**config.mk**
```make
export PLATFORM = sky130hd
export DESIGN_NAME = bfp_scaler
export DESIGN_NICKNAME = d
export VERILOG_FILES = /design/src/rtl/bfp_pkg.sv /design/src/rtl/bfp_sign_tracker.sv /design/src/rtl/bfp_ovf_guard.sv /design/src/rtl/bfp_step_ctrl.sv /design/src/rtl/bfp_scaler.sv
export SDC_FILE = /design/constraint.sdc
export NUM_CORES = 1
export LEC_CHECK = 0
export BUFFER_PORTS_ARGS = -buffer_cell sky130_fd_sc_hd__buf_2
export CAP_MARGIN = 25
export CORE_MARGIN = 1.5
export CORE_UTILIZATION = 40
export DETAILED_ROUTE_END_ITERATION = 8
export HOLD_SLACK_MARGIN = 0.02
export PLACE_DENSITY_LB_ADDON = 0.05
export SYNTH_ARGS = -nofsm -noshare
export SYNTH_HDL_FRONTEND = slang
export SYNTH_SLANG_ARGS = --single-unit
```
**constraint.sdc**
```tcl
create_clock -name clk -period 5.75 [get_ports clk]
set_clock_uncertainty 0.15 [all_clocks]
set_input_delay 0.2875 -clock clk [delete_from_list [all_inputs] [get_ports clk]]
set_output_delay 0.2875 -clock clk [all_outputs]
set_load 0.02 [all_outputs]
```
**src/rtl/bfp_pkg.sv**
```systemverilog
package bfp_pkg;

  typedef enum logic {
    GROW_2 = 1'b0,
    GROW_3 = 1'b1
  } growth_e;

  // smallest of three non-negative counts
  function automatic int min3(int a, int b, int c);
    int m;
    m = a;
    if (b < m) m = b;
    if (c < m) m = c;
    return m;
  endfunction

  // shifts still allowed before the exponent reaches the mode's cap
  function automatic int headroom(int top, growth_e mode, int expo);
    int cap;
    cap = (mode == GROW_3) ? top : top - 1;
    return (cap > expo) ? cap - expo : 0;
  endfunction

endpackage

```
**src/rtl/bfp_sign_tracker.sv**
```systemverilog
module bfp_sign_tracker #(
  parameter int DW = 16,
  parameter int NW = 4
) (
  input  logic          clk,
  input  logic          rst_n,
  input  logic          pass_start,
  input  logic          res_vld,
  input  logic [DW-1:0] res_re,
  input  logic [DW-1:0] res_im,
  output logic [NW-1:0] pass_min
);

  localparam logic [NW-1:0] EMPTY = NW'(DW - 1);

  // bits below the MSB that repeat it, scanning downward
  function automatic logic [NW-1:0] sign_count(logic [DW-1:0] x);
    logic [NW-1:0] cnt;
    logic          run;
    cnt = '0;
    run = 1'b1;
    for (int i = DW - 2; i >= 0; i--) begin
      if (run && (x[i] == x[DW-1])) cnt = cnt + NW'(1);
      else run = 1'b0;
    end
    return cnt;
  endfunction

  logic [DW-1:0] comp   [2];
  logic [NW-1:0] lane_n [2];
  logic [NW-1:0] sample_n;
  logic [NW-1:0] base_n;
  logic [NW-1:0] trk_q;

  assign comp[0] = res_re;
  assign comp[1] = res_im;

  generate
    for (genvar g = 0; g < 2; g++) begin : g_lane
      assign lane_n[g] = sign_count(comp[g]);
    end
  endgenerate

  always_comb begin
    if (!res_vld)                sample_n = EMPTY;
    else if (lane_n[0] < lane_n[1]) sample_n = lane_n[0];
    else                         sample_n = lane_n[1];
    base_n   = pass_start ? EMPTY : trk_q;
    pass_min = (sample_n < base_n) ? sample_n : base_n;
  end

  always_ff @(posedge clk or negedge rst_n) begin
    if (!rst_n) trk_q <= EMPTY;
    else        trk_q <= pass_min;
  end

  // within a pass the tracked count can only fall
  p_min_falls_r1: assert property (@(posedge clk) disable iff (!rst_n)
    (!pass_start) |=> (trk_q <= $past(trk_q)));

  // a pass start without a result restarts the tracker at its top
  p_restart_r8: assert property (@(posedge clk) disable iff (!rst_n)
    (pass_start && !res_vld) |=> (trk_q == EMPTY));

endmodule

```
**src/rtl/bfp_ovf_guard.sv**
```systemverilog
module bfp_ovf_guard
  import bfp_pkg::*;
(
  input  logic    clk,
  input  logic    rst_n,
  input  logic    xfm_start,
  input  growth_e mode_q,
  input  logic    res_vld,
  input  logic    res_ovf,
  input  logic    tag_evt,
  output logic    ovf_now,
  output logic    ovf_seen,
  output logic    zero_bins
);

  logic hit;

  assign hit     = res_vld && res_ovf && (mode_q == GROW_2);
  assign ovf_now = ovf_seen || hit;

  always_ff @(posedge clk or negedge rst_n) begin
    if (!rst_n) begin
      ovf_seen  <= 1'b0;
      zero_bins <= 1'b0;
    end else if (xfm_start) begin
      ovf_seen  <= 1'b0;
      zero_bins <= 1'b0;
    end else begin
      ovf_seen <= ovf_now;
      if (tag_evt) zero_bins <= ovf_now;
    end
  end

  // three-bit growth never records overflow
  p_ignore_r6: assert property (@(posedge clk) disable iff (!rst_n)
    (mode_q == GROW_3) |-> !ovf_seen);

  // an overflowed transform blanks the bins when it ends
  p_zero_force_r5: assert property (@(posedge clk) disable iff (!rst_n)
    (tag_evt && ovf_now) |=> zero_bins);

  // start clears the overflow state
  p_clear_r7: assert property (@(posedge clk) disable iff (!rst_n)
    xfm_start |=> (!ovf_seen && !zero_bins));

endmodule

```
**src/rtl/bfp_step_ctrl.sv**
```systemverilog
module bfp_step_ctrl
  import bfp_pkg::*;
#(
  parameter int NW       = 4,
  parameter int TAG_W    = 4,
  parameter int MAX_STEP = 4,
  parameter int STEP_W   = 3
) (
  input  logic              clk,
  input  logic              rst_n,
  input  logic              xfm_start,
  input  logic              grow3,
  input  logic              pass_end,
  input  logic              pass_last,
  input  logic [NW-1:0]     pass_min,
  input  logic              ovf_now,
  output growth_e           mode_q,
  output logic              tag_evt,
  output logic [STEP_W-1:0] shift_amt,
  output logic [TAG_W-1:0]  scale_tag,
  output logic              tag_vld
);

  localparam int TOP = (1 << TAG_W) - 1;

  logic [TAG_W-1:0]  exp_q;
  logic [STEP_W-1:0] step_next;
  logic              step_evt;

  assign tag_evt  = pass_end && pass_last && !xfm_start;
  assign step_evt = pass_end && !pass_last && !xfm_start;
  assign step_next = STEP_W'(min3(int'(pass_min), MAX_STEP,
                                  headroom(TOP, mode_q, int'(exp_q))));

  always_ff @(posedge clk or negedge rst_n) begin
    if (!rst_n) begin
      exp_q     <= '0;
      mode_q    <= GROW_2;
      shift_amt <= '0;
      scale_tag <= '0;
      tag_vld   <= 1'b0;
    end else begin
      tag_vld <= 1'b0;
      if (xfm_start) begin
        exp_q     <= '0;
        shift_amt <= '0;
        mode_q    <= growth_e'(grow3);
      end else if (tag_evt) begin
        scale_tag <= ovf_now ? TAG_W'(TOP) : exp_q;
        tag_vld   <= 1'b1;
        shift_amt <= '0;
      end else if (step_evt) begin
        shift_amt <= step_next;
        exp_q     <= exp_q + TAG_W'(step_next);
      end
    end
  end

  // per-pass shift stays within its limit
  p_step_limit_r2: assert property (@(posedge clk) disable iff (!rst_n)
    shift_amt <= STEP_W'(MAX_STEP));

  // shift amount moves only at pass end or transform start
  p_step_hold_r2: assert property (@(posedge clk) disable iff (!rst_n)
    (!pass_end && !xfm_start) |=> $stable(shift_amt));

  // the final pass end publishes the tag
  p_tag_pulse_r3: assert property (@(posedge clk) disable iff (!rst_n)
    tag_evt |=> tag_vld);

  // two-bit growth keeps code 15 free for overflow
  p_cap_r4: assert property (@(posedge clk) disable iff (!rst_n)
    (mode_q == GROW_2) |-> (exp_q < TAG_W'(TOP)));

  // start clears exponent and shift
  p_start_r7: assert property (@(posedge clk) disable iff (!rst_n)
    xfm_start |=> (exp_q == '0 && shift_amt == '0));

endmodule

```
**src/rtl/bfp_scaler.sv**
```systemverilog
module bfp_scaler #(
  parameter int DW       = 16,
  parameter int MAX_STEP = 4,
  parameter int TAG_W    = 4,
  localparam int STEP_W  = $clog2(MAX_STEP + 1),
  localparam int NW      = $clog2(DW)
) (
  input  logic              clk,
  input  logic              rst_n,
  input  logic              xfm_start,
  input  logic              grow3,
  input  logic              pass_start,
  input  logic              pass_end,
  input  logic              pass_last,
  input  logic              res_vld,
  input  logic [DW-1:0]     res_re,
  input  logic [DW-1:0]     res_im,
  input  logic              res_ovf,
  output logic [STEP_W-1:0] shift_amt,
  output logic [TAG_W-1:0]  scale_tag,
  output logic              tag_vld,
  output logic              ovf_flag,
  output logic              zero_bins
);

  import bfp_pkg::*;

  logic [NW-1:0] pass_min;
  logic          ovf_now;
  logic          tag_evt;
  growth_e       mode_q;

  bfp_sign_tracker #(.DW(DW), .NW(NW)) u_track (
    .clk        (clk),
    .rst_n      (rst_n),
    .pass_start (pass_start),
    .res_vld    (res_vld),
    .res_re     (res_re),
    .res_im     (res_im),
    .pass_min   (pass_min)
  );

  bfp_step_ctrl #(
    .NW(NW), .TAG_W(TAG_W), .MAX_STEP(MAX_STEP), .STEP_W(STEP_W)
  ) u_ctrl (
    .clk       (clk),
    .rst_n     (rst_n),
    .xfm_start (xfm_start),
    .grow3     (grow3),
    .pass_end  (pass_end),
    .pass_last (pass_last),
    .pass_min  (pass_min),
    .ovf_now   (ovf_now),
    .mode_q    (mode_q),
    .tag_evt   (tag_evt),
    .shift_amt (shift_amt),
    .scale_tag (scale_tag),
    .tag_vld   (tag_vld)
  );

  bfp_ovf_guard u_guard (
    .clk       (clk),
    .rst_n     (rst_n),
    .xfm_start (xfm_start),
    .mode_q    (mode_q),
    .res_vld   (res_vld),
    .res_ovf   (res_ovf),
    .tag_evt   (tag_evt),
    .ovf_now   (ovf_now),
    .ovf_seen  (ovf_flag),
    .zero_bins (zero_bins)
  );

  // tag valid is a single-cycle pulse
  p_tag_single_r3: assert property (@(posedge clk) disable iff (!rst_n)
    (tag_vld && !(pass_end && pass_last)) |=> !tag_vld);

endmodule

```
==> results.ini, run 1 <==
[floorplanning]
fp.dieArea_um2 = 10600
coreArea_um2 = 9730
start_util_pct = 41.0
dieWidth_um = 103
row_count = 36
dieHeight_um = 103
ioPinCount = 51

[synth]
synth_cells = 551
syn_nets = 635
ys.flop_type = dfrtp_1
ys_types = 75
synth.yosys.seq_area_share_pct = 12.0
mappedNetlistArea_um2 = 3990
synth_edf_count = 0
syn_area_per_cell_um2 = 7.25
async_flop_share_pct = 100
ys_seq_elements = 19
yosys_warnings = 0

[cts]
cts_tree = done
htreeDepth = 1
clk_pin_slew_ns = 0.07
worstSkewPairLatency_ns = 0.25
cts_buffer_depth = 2
cts_buffers = 3
root_buffer = clkbuf_8
cts_sinks = 19

[finish]
most-common-layout-cells = buf_4, nor2_1, buf_2
final_common_cell = buf_4
final_nets = 863
drive_gt1_share_pct = 44.7
diodes = 0
syn_to_final_growth_pct = 57.3

[detailed_routing]
wl_met2_mm = 5.95
drc = 0
ant_nets = 0
dr_total_vias = 4697
wl_per_cell_um = 13.0
drtIter0Drc = 119
vias_per_cell = 5.16
totalWireLength_mm = 11.9
wl_met1_mm = 5.67
wl_met3_um = 187
drtPass1Iterations = 4
top_layer_used = met4

[timing]
setup_viol_count_final = 11
post-route-min-period_ns = 12.99
final_max_slew_viol_count = 0
finalHoldViolCount = 0
relSlewSlack_pct = 65.2
rsz0062_at_grt = yes
fmax_mhz = 77.0
post-route-period-util_pct = 226
setup_ws_ns = -7.24
tightestPinTransition_ns = 0.520

[global_routing]
antenna_found_initial = 0
grt_start_max_net_pins = 28
grt-ovfl-total = 0
grt_pass1_wl_mm = 19.3
grt_pass1_vias = 4482
grt_usage_pct = 21.9

[worst_hold_path]
hold_start = grow3
hold_depth = 3
hold_end = u_ctrl.mode_q
hold_path.class = in2reg

[setup_path]
crit_arrival_ns = 12.98
crit_required_ns = 5.74
cp-end-kind = flip-flop
path_common_cell = ha_4
worstPathMaxFanout = 4
cp_top_family = adder cells
r2r_start = u_track.trk_q[3]
r2r_cells = 23
path_class = in2reg
start_kind = input pin
crit_path_top_delay_cell = a2111o_1
cp_slowest_stage_delay_ns = 0.43
crit_buf_inv = 7
worst_r2r_endpoint = u_ctrl.exp_q[3]
reg2reg_slack_ns = 1.00

[power]
total_power_uw = 866
peakVddDrop_v = 0.000183
powerDensity_nw_per_um2 = 138
total_leakage_power_uw = 0.00295

[outcome]
run_status = finished, violations left
violations = negative setup slack

[run]
maxCapViolations = 0

[place]
port_buffers = 50
routabilityCongestion = 0.884
hpwlAfterDp_mm = 9.35
pre_cts_ws_ns = -7.61

## through the flow
stage	instances	TNS [ns]	area, um2	utilization, %	hold slack [ns]
5_1_grt	911	-72.90	6280	64.6	0.133
6_report	911	-65.90	6280	64.6	0.117
3_5_place_dp	880	-69.14	5710	58.7	0.0906
3_3_place_gp	880	-65.47	5710	58.7	0.0968
4_1_cts	906	-65.42	6030	61.9	0.108
2_1_floorplan	551	-61.99	4200	-	-0.158
## power breakdown
part / leakage, uW / switching [uW] / total [uW] / internal, uW
clock: 0.0000255 / 45.5 / 93.7 / 48.2
combinational: 0.00269 / 284 / 605 / 321
sequential: 0.000235 / 13.0 / 167 / 154
## final cells by class
| cell class | instances | area, um2 |
|---|---|---|
| flip-flops and latches | 19 | 480 |
| clock inverters | 1 | 5.00 |
| repair buffers | 240 | 1710 |
| fillers | 883 | 3450 |
| inverters | 36 | 135 |
| well taps | 133 | 166 |
| multi-input cells | 479 | 3740 |
| clock buffers | 3 | 41.3 |
## routing by layer
| layer | vias to the layer above | global-route usage [%] |
|---|---|---|
| met5 | - | 0 |
| li1 | 2449 | - |
| met4 | 0 | 2.81 |
| met2 | 47 | 41.5 |
| met3 | 6 | 1.08 |
| met1 | 2195 | 28.1 |
## worst max-delay path by stage
| stage | from | to | cells past startpoint |
|---|---|---|---|
| 6_report | res_im[14] | u_ctrl.exp_q[3] | 77 |
| 3_5_place_dp | res_im[15] | u_ctrl.exp_q[2] | 75 |
| 5_1_grt | res_im[14] | u_ctrl.exp_q[3] | 77 |
| 2_1_floorplan | res_im[15] | u_ctrl.exp_q[2] | 76 |
| 3_3_place_gp | res_im[15] | u_ctrl.exp_q[2] | 75 |
| 4_1_cts | res_im[15] | u_ctrl.exp_q[3] | 76 |
## sequential cells by signal, indices dropped and copies added (netlist names)
| name | flops |
|---|---|
| u_guard.ovf_seen | 1 |
| u_ctrl.exp_q | 4 |
| u_ctrl.mode_q | 1 |
| u_ctrl.scale_tag | 4 |
| u_guard.zero_bins | 1 |
| u_ctrl.tag_vld | 1 |
| u_ctrl.shift_amt | 3 |
| u_track.trk_q | 4 |
## timing repair
| item | 4_1_cts | 5_1_grt |
|---|---|---|
| resized for setup | 19 | 42 |
| buffers inserted | 21 | 13 |
| hold buffers | 1 | 0 |
| endpoints found under the setup margin | 11 | 11 |
| pin swaps | 16 | 49 |
| endpoints found under the hold margin | 15 | 0 |
## worst min-delay path, cell delays in order
cell     delay (ns)
buf_2          0.09
nand2_1        0.05
o21ai_0        0.06
## logic make-up (layout without fill, tap and decap cells)
group	count (synthesis)	in the layout	share of synthesized area (%)
AND/OR/NAND/NOR	223	223	27.6
AO/OA/AOI/OAI	149	149	25.5
buffers and inverters	53	280	6.01
adder cells (fa/ha/maj)	43	43	13.7
XOR/XNOR	33	33	7.24
multiplexers	30	30	7.89
flip-flops	19	19	12.0
other	1	1	0.0939
## cells in the mapped netlist, types with 9 or more instances
master	instances	share of area (%)
xor2_1	17	3.7
nand2_1	51	4.8
and2_1	11	1.7
mux2i_1	18	4.5
dfrtp_1	15	9.4
mux2_2	12	3.4
nand3_1	12	1.5
a21oi_1	37	4.6
xnor2_1	16	3.5
ha_1	42	13
inv_1	35	3.3
o21ai_0	34	4.3
a31oi_1	12	1.9
nor2b_1	10	1.6
nand2b_1	9	1.4
nor2_1	73	6.9
nor3_1	14	1.8
Note: power is estimated with default switching activity, not from simulation.
==> inputs of run 2 (changes only) <==
- CORE_MARGIN: 1.5 -> 4
- RECOVER_POWER: not set -> 25
==> run 2 against run 1 <==
The flow still finishes with violations (negative setup slack). Clock-buffer cell count did not move. Total power decreased by 0.42%. Combinational power is essentially flat. Worst hold slack worse by 0.0090 ns. Final area down 0.50%. Fmax rose by 0.24%. Utilization decreased by 0.32 points. First-iteration DRC count is 59% higher. Via count shrank 0.15%. Register-to-register slack got worse by 0.12 ns. Critical endpoint is now u_ctrl.exp_q[2]. Highest routed layer unchanged.
==> results.ini, run 2 (synthesis results as in run 1) <==
[detailed_routing]
wl_per_cell_um = 13.1
dr_total_vias = 4690
drtIter0Drc = 189
ant_nets = 0
vias_per_cell = 5.17
drc = 0
totalWireLength_mm = 11.9
drtPass1Iterations = 4

[setup_path]
crit_arrival_ns = 12.94
crit_buf_inv = 8
cp_top_family = adder cells
cp_slowest_stage_delay_ns = 0.39
path_common_cell = ha_4
crit_path_top_delay_cell = a2111o_1
cp-end-kind = flip-flop
worstPathMaxFanout = 4
path_class = in2reg
start_kind = input pin
crit_required_ns = 5.74

[cts]
cts_sinks = 19
cts_tree = done
root_buffer = clkbuf_8
clk_pin_slew_ns = 0.07
worstSkewPairLatency_ns = 0.25
htreeDepth = 1
cts_buffer_depth = 2
cts_buffers = 3

[timing]
relSlewSlack_pct = 31.6
tightestPinTransition_ns = 1.03
post-route-period-util_pct = 225
rsz0062_at_grt = yes
setup_viol_count_final = 11
fmax_mhz = 77.2
finalHoldViolCount = 0
post-route-min-period_ns = 12.95
setup_ws_ns = -7.20
final_max_slew_viol_count = 0

[place]
hpwlAfterDp_mm = 9.27
routabilityCongestion = 0.867
place_area_um2 = 5750
port_buffers = 50

[power]
peakVddDrop_v = 0.000146
switching_share_pct = 39.7
powerDensity_nw_per_um2 = 138
clkPwrFrac_pct = 10.6
p_sw_uw = 343
internal_power_uw = 519
p_comb_share_pct = 70.0
seqPwrFrac_pct = 19.4
total_leakage_power_uw = 0.00294

[outcome]
run_status = finished, violations left
violations = negative setup slack

[global_routing]
grt_usage_pct = 20.0
grt_pass1_vias = 4558
antenna_found_initial = 0
grt_start_max_net_pins = 30
grt_pass1_wl_mm = 19.9
grt-ovfl-total = 0

[floorplanning]
coreArea_um2 = 9730
start_util_pct = 41.0
fp.dieArea_um2 = 11600
dieHeight_um = 108
row_count = 36
ioPinCount = 51
dieWidth_um = 108

[finish]
most-common-layout-cells = buf_4, nor2_1, nand2_1
final_area_um2 = 6250
final_common_cell = buf_4
final_nets = 859
diodes = 0
largest_registers = u_ctrl.exp_q x4, u_ctrl.scale_tag x4, u_track.trk_q x4
final_util_pct = 64.3
syn_to_final_growth_pct = 56.5
drive_gt1_share_pct = 43.7

[run]
maxCapViolations = 0

[worst_hold_path]
hold_path.class = in2reg

-- run 2: cell types whose count changed in the layout (fill, tap and decap cells not counted), sizes merged --
cell,delta
buf,-6
clkbuf,+2
-- run 2: worst register-to-register path: cells and delay by family (launching register included) --
family | cells | cell delay [ns]
adder cells (fa/ha/maj) | 4 | 1.02
buffers and inverters | 3 | 0.29
AO/OA/AOI/OAI | 9 | 2.14
multiplexers | 1 | 0.14
flip-flops | 1 | 0.52
XOR/XNOR | 1 | 0.13
AND/OR/NAND/NOR | 3 | 0.36
-- run 2: worst paths after layout --
kind                                     start                   to  slack [ns]  cells past startpoint
setup / recovery                    res_im[15]      u_ctrl.exp_q[2]       -7.20                     75
hold / removal                           grow3        u_ctrl.mode_q        0.11                      3
setup reg to reg              u_track.trk_q[3]      u_ctrl.exp_q[2]        0.88                     21
hold reg to reg            u_ctrl.shift_amt[1]  u_ctrl.shift_amt[1]        0.36                      1
max in group asynchronous                rst_n    u_guard.zero_bins        4.26                      2
min in group asynchronous                rst_n  u_ctrl.scale_tag[2]        0.58                      2
-- run 2: through the flow --
stage	setup TNS, ns	hold slack, ns	total power, uW	cells	worst slack [ns]
floorplan	-61.99	-0.158	456	551	-7.03
finish	-64.61	0.108	862	907	-7.20
CTS	-65.41	0.100	815	906	-7.22
global placement	-65.56	0.0971	651	885	-7.24
detailed placement	-70.44	0.0983	667	885	-7.74
global route	-72.17	0.113	929	907	-7.95
-- run 2: routing by layer --
layer / GRT usage (%) / part of all wire [%] / vias up
met4: 3.16 / 1.2 / 0
met1: 26.3 / 46 / 2166
met3: 0.660 / 1.6 / 18
met2: 37.0 / 51 / 65
met5: 0 / 0 / -
li1: - / - / 2441
-- run 2: power groups by stage --
stage | clock network (uW) | logic (uW) | registers [uW]
6_report | 91.3 | 603 | 168
5_1_grt | 98.9 | 661 | 170
4_1_cts | 94.5 | 553 | 167
3_5_place_dp | 0 | 498 | 168
3_3_place_gp | 0 | 483 | 168
2_1_floorplan | 0 | 279 | 176
-- run 2: layout make-up --
| class | count | area (um2) |
|---|---|---|
| multi-input cells | 479 | 3730 |
| repair buffers | 236 | 1690 |
| fillers | 877 | 3480 |
| clock buffers | 3 | 41.3 |
| well taps | 133 | 166 |
| flip-flops and latches | 19 | 480 |
| clock inverters | 1 | 5.00 |
| inverters | 36 | 140 |
-- run 2: repair_timing --
item	4_1_cts	5_1_grt
buffers inserted	18	5
endpoints found under the hold margin	15	0
hold buffers	1	0
pin swaps	20	37
resized for setup	23	39
cloned	0	0
endpoints found under the setup margin	11	11
==> inputs of run 3 (changes only) <==
- ABC_AREA: not set -> 1
- BUFFER_PORTS_ARGS: -buffer_cell sky130_fd_sc_hd__buf_2 -> not set
- DONT_BUFFER_PORTS: not set -> 1
- TNS_END_PERCENT: not set -> 5
==> run 3 against run 2 <==
Non-clock buffer count is 81 lower. Via count is 20% lower. The flow still finishes with violations (negative setup slack). Critical endpoint is now u_ctrl.exp_q[1]. Critical path type unchanged. Worst hold slack worse by 0.064 ns.
==> results.ini, run 3 <==
[outcome]
run_status = finished, violations left
violations = negative setup slack

[floorplanning]
dieWidth_um = 101
start_util_pct = 41.7
ioPinCount = 51
dieHeight_um = 101
coreArea_um2 = 8340
row_count = 33
fp.dieArea_um2 = 10200

[timing]
post-route-period-util_pct = 170
finalHoldViolCount = 0
setup_viol_count_final = 11
setup_ws_ns = -4.03
whs_ns = 0.0437
final_max_slew_viol_count = 0
rsz0062_at_grt = yes
post-route-min-period_ns = 9.78
fmax_mhz = 102
tightestPinTransition_ns = 0.812
relSlewSlack_pct = 45.7

[global_routing]
antenna_found_initial = 0
grt_pass1_vias = 3825
grt-ovfl-total = 0
grt_usage_pct = 16.9
grt_pass1_wl_mm = 15.0
grt_start_max_net_pins = 22

[synth]
synth.yosys.seq_area_share_pct = 13.8
mappedNetlistArea_um2 = 3480
async_flop_share_pct = 100
ys.flop_type = dfrtp_1
syn_area_per_cell_um2 = 6.27
synth_top_area_share_pct = 16.6
synthTopCellsByCount = nand2_1, inv_1, nor2_1
syn_nets = 638
netlist_top_cells_area = nand2_1, ha_1, dfrtp_1, inv_1, xor2_1
yosysMostFrequentCell = nand2_1
synth_cells = 554
ys_types = 49
synth_edf_count = 0
synth_top_cell_by_area = nand2_1
ys_seq_elements = 19
yosys_warnings = 0

[finish]
final_area_um2 = 5120
final_util_pct = 61.4
diodes = 0
instances_no_fill = 813
multi_input_area_um2 = 2910
syn_to_final_growth_pct = 47.4
final_common_cell = buf_4
n_fill_cell = 759
most-common-layout-cells = buf_4, nand2_1, inv_1
largest_registers = u_ctrl.exp_q x4, u_ctrl.scale_tag x4, u_track.trk_q x4
drive_gt1_share_pct = 41.1
regArea_um2 = 480
final_nets = 793

[setup_path]
path_class = in2reg
worstPathMaxFanout = 4
crit_arrival_ns = 9.78
crit_buf_inv = 11
start_kind = input pin
path_common_cell = nand2_2
cp-end-kind = flip-flop
cp_top_family = adder cells
reg2reg_slack_ns = 2.26
crit_required_ns = 5.74
cp_slowest_stage_delay_ns = 0.52
crit_path_top_delay_cell = fa_2

[power]
powerDensity_nw_per_um2 = 152
total_leakage_power_uw = 0.00287
peakVddDrop_v = 0.0000622

[detailed_routing]
wl_per_cell_um = 10.1
top_layer_used = met4
wl_met1_mm = 3.55
dr_total_vias = 3764
drtPass1Iterations = 4
wl_met2_mm = 4.20
totalWireLength_mm = 8.21
drtIter0Drc = 71
drc = 0
wl_met3_um = 360
vias_per_cell = 4.63
ant_nets = 0

[place]
place_area_um2 = 4620
hpwlAfterDp_mm = 6.57
port_buffers = 0
placed_cells = 780
routabilityCongestion = 0.824
pre_cts_ws_ns = -4.39

[cts]
cts_tree = done
cts_buffers = 3
clk_pin_slew_ns = 0.07
root_buffer = clkbuf_8
cts_sinks = 19
htreeDepth = 1
cts_buffer_depth = 2
worstSkewPairLatency_ns = 0.26

[run]
maxCapViolations = 0

[worst_hold_path]
hold_path.class = in2reg

-- run 3: cell count changes in the layout (fill, tap and decap cells not counted), sizes merged, moves of 10 or more --
cell   change
and2      -10
inv       +57
nand3     +18
nor2      -21
buf       -81
a21oi     -23
or2       +10
mux2i     -18
xnor2     -10
nand2    +131
mux2      -12
-- run 3: layout make-up --
class | count | share of cell area [%]
multi-input cells | 434 | 56.8
inverters | 96 | 7.25
clock inverters | 1 | 0.0977
clock buffers | 3 | 0.806
well taps | 105 | 2.56
flip-flops and latches | 19 | 9.37
repair buffers | 155 | 23.1
-- run 3: cells by family after synthesis --
| group | synth area share, % |
|---|---|
| and+or+nand+nor | 39.4 |
| buffers and inverters | 11.8 |
| AOI/OAI and AO/OA | 11.2 |
| adders and majority gates | 15.7 |
| xor gates and xnor gates | 7.99 |
| DFF | 13.8 |
| other | 0.108 |
-- run 3: final timing paths --
path,from,endpoint,cells past startpoint
min in group asynchronous,rst_n,u_ctrl.scale_tag[0],1
max reg2reg,u_track.trk_q[1],u_ctrl.exp_q[1],24
max,res_im[14],u_ctrl.exp_q[1],72
min reg2reg,u_ctrl.exp_q[3],u_ctrl.exp_q[3],1
min,xfm_start,u_ctrl.tag_vld,1
max in group asynchronous,rst_n,u_ctrl.shift_amt[0],1
-- run 3: where the power goes --
| part | switching, uW | leakage (uW) | internal (uW) |
|---|---|---|---|
| registers | 26.7 | 0.000236 | 157 |
| clock network | 43.1 | 0.0000255 | 48.2 |
| logic | 236 | 0.00261 | 265 |
| total | 306 | 0.00287 | 471 |
-- run 3: stage by stage --
stage / TNS, ns / total power [uW]
global placement: -35.43 / 573
global route: -41.50 / 853
CTS: -34.73 / 740
floorplan: -32.91 / 430
finish: -34.02 / 776
detailed placement: -36.86 / 584
-- run 3: layer usage --
layer  track usage [%]  vias to the layer above
li1                  -                     2049
met1              19.7                     1660
met2              32.0                       48
met3              2.20                        7
met4              4.70                        0
met5                 0                        -
-- run 3: what timing repair did --
item                                    in CTS  in global routing
gates resized for setup                     25                 22
hold buffers                                 3                  0
hold endpoints to repair                    21                  0
pin swaps                                   40                 34
endpoints found under the setup margin      11                 11
setup buffers                               22                  4
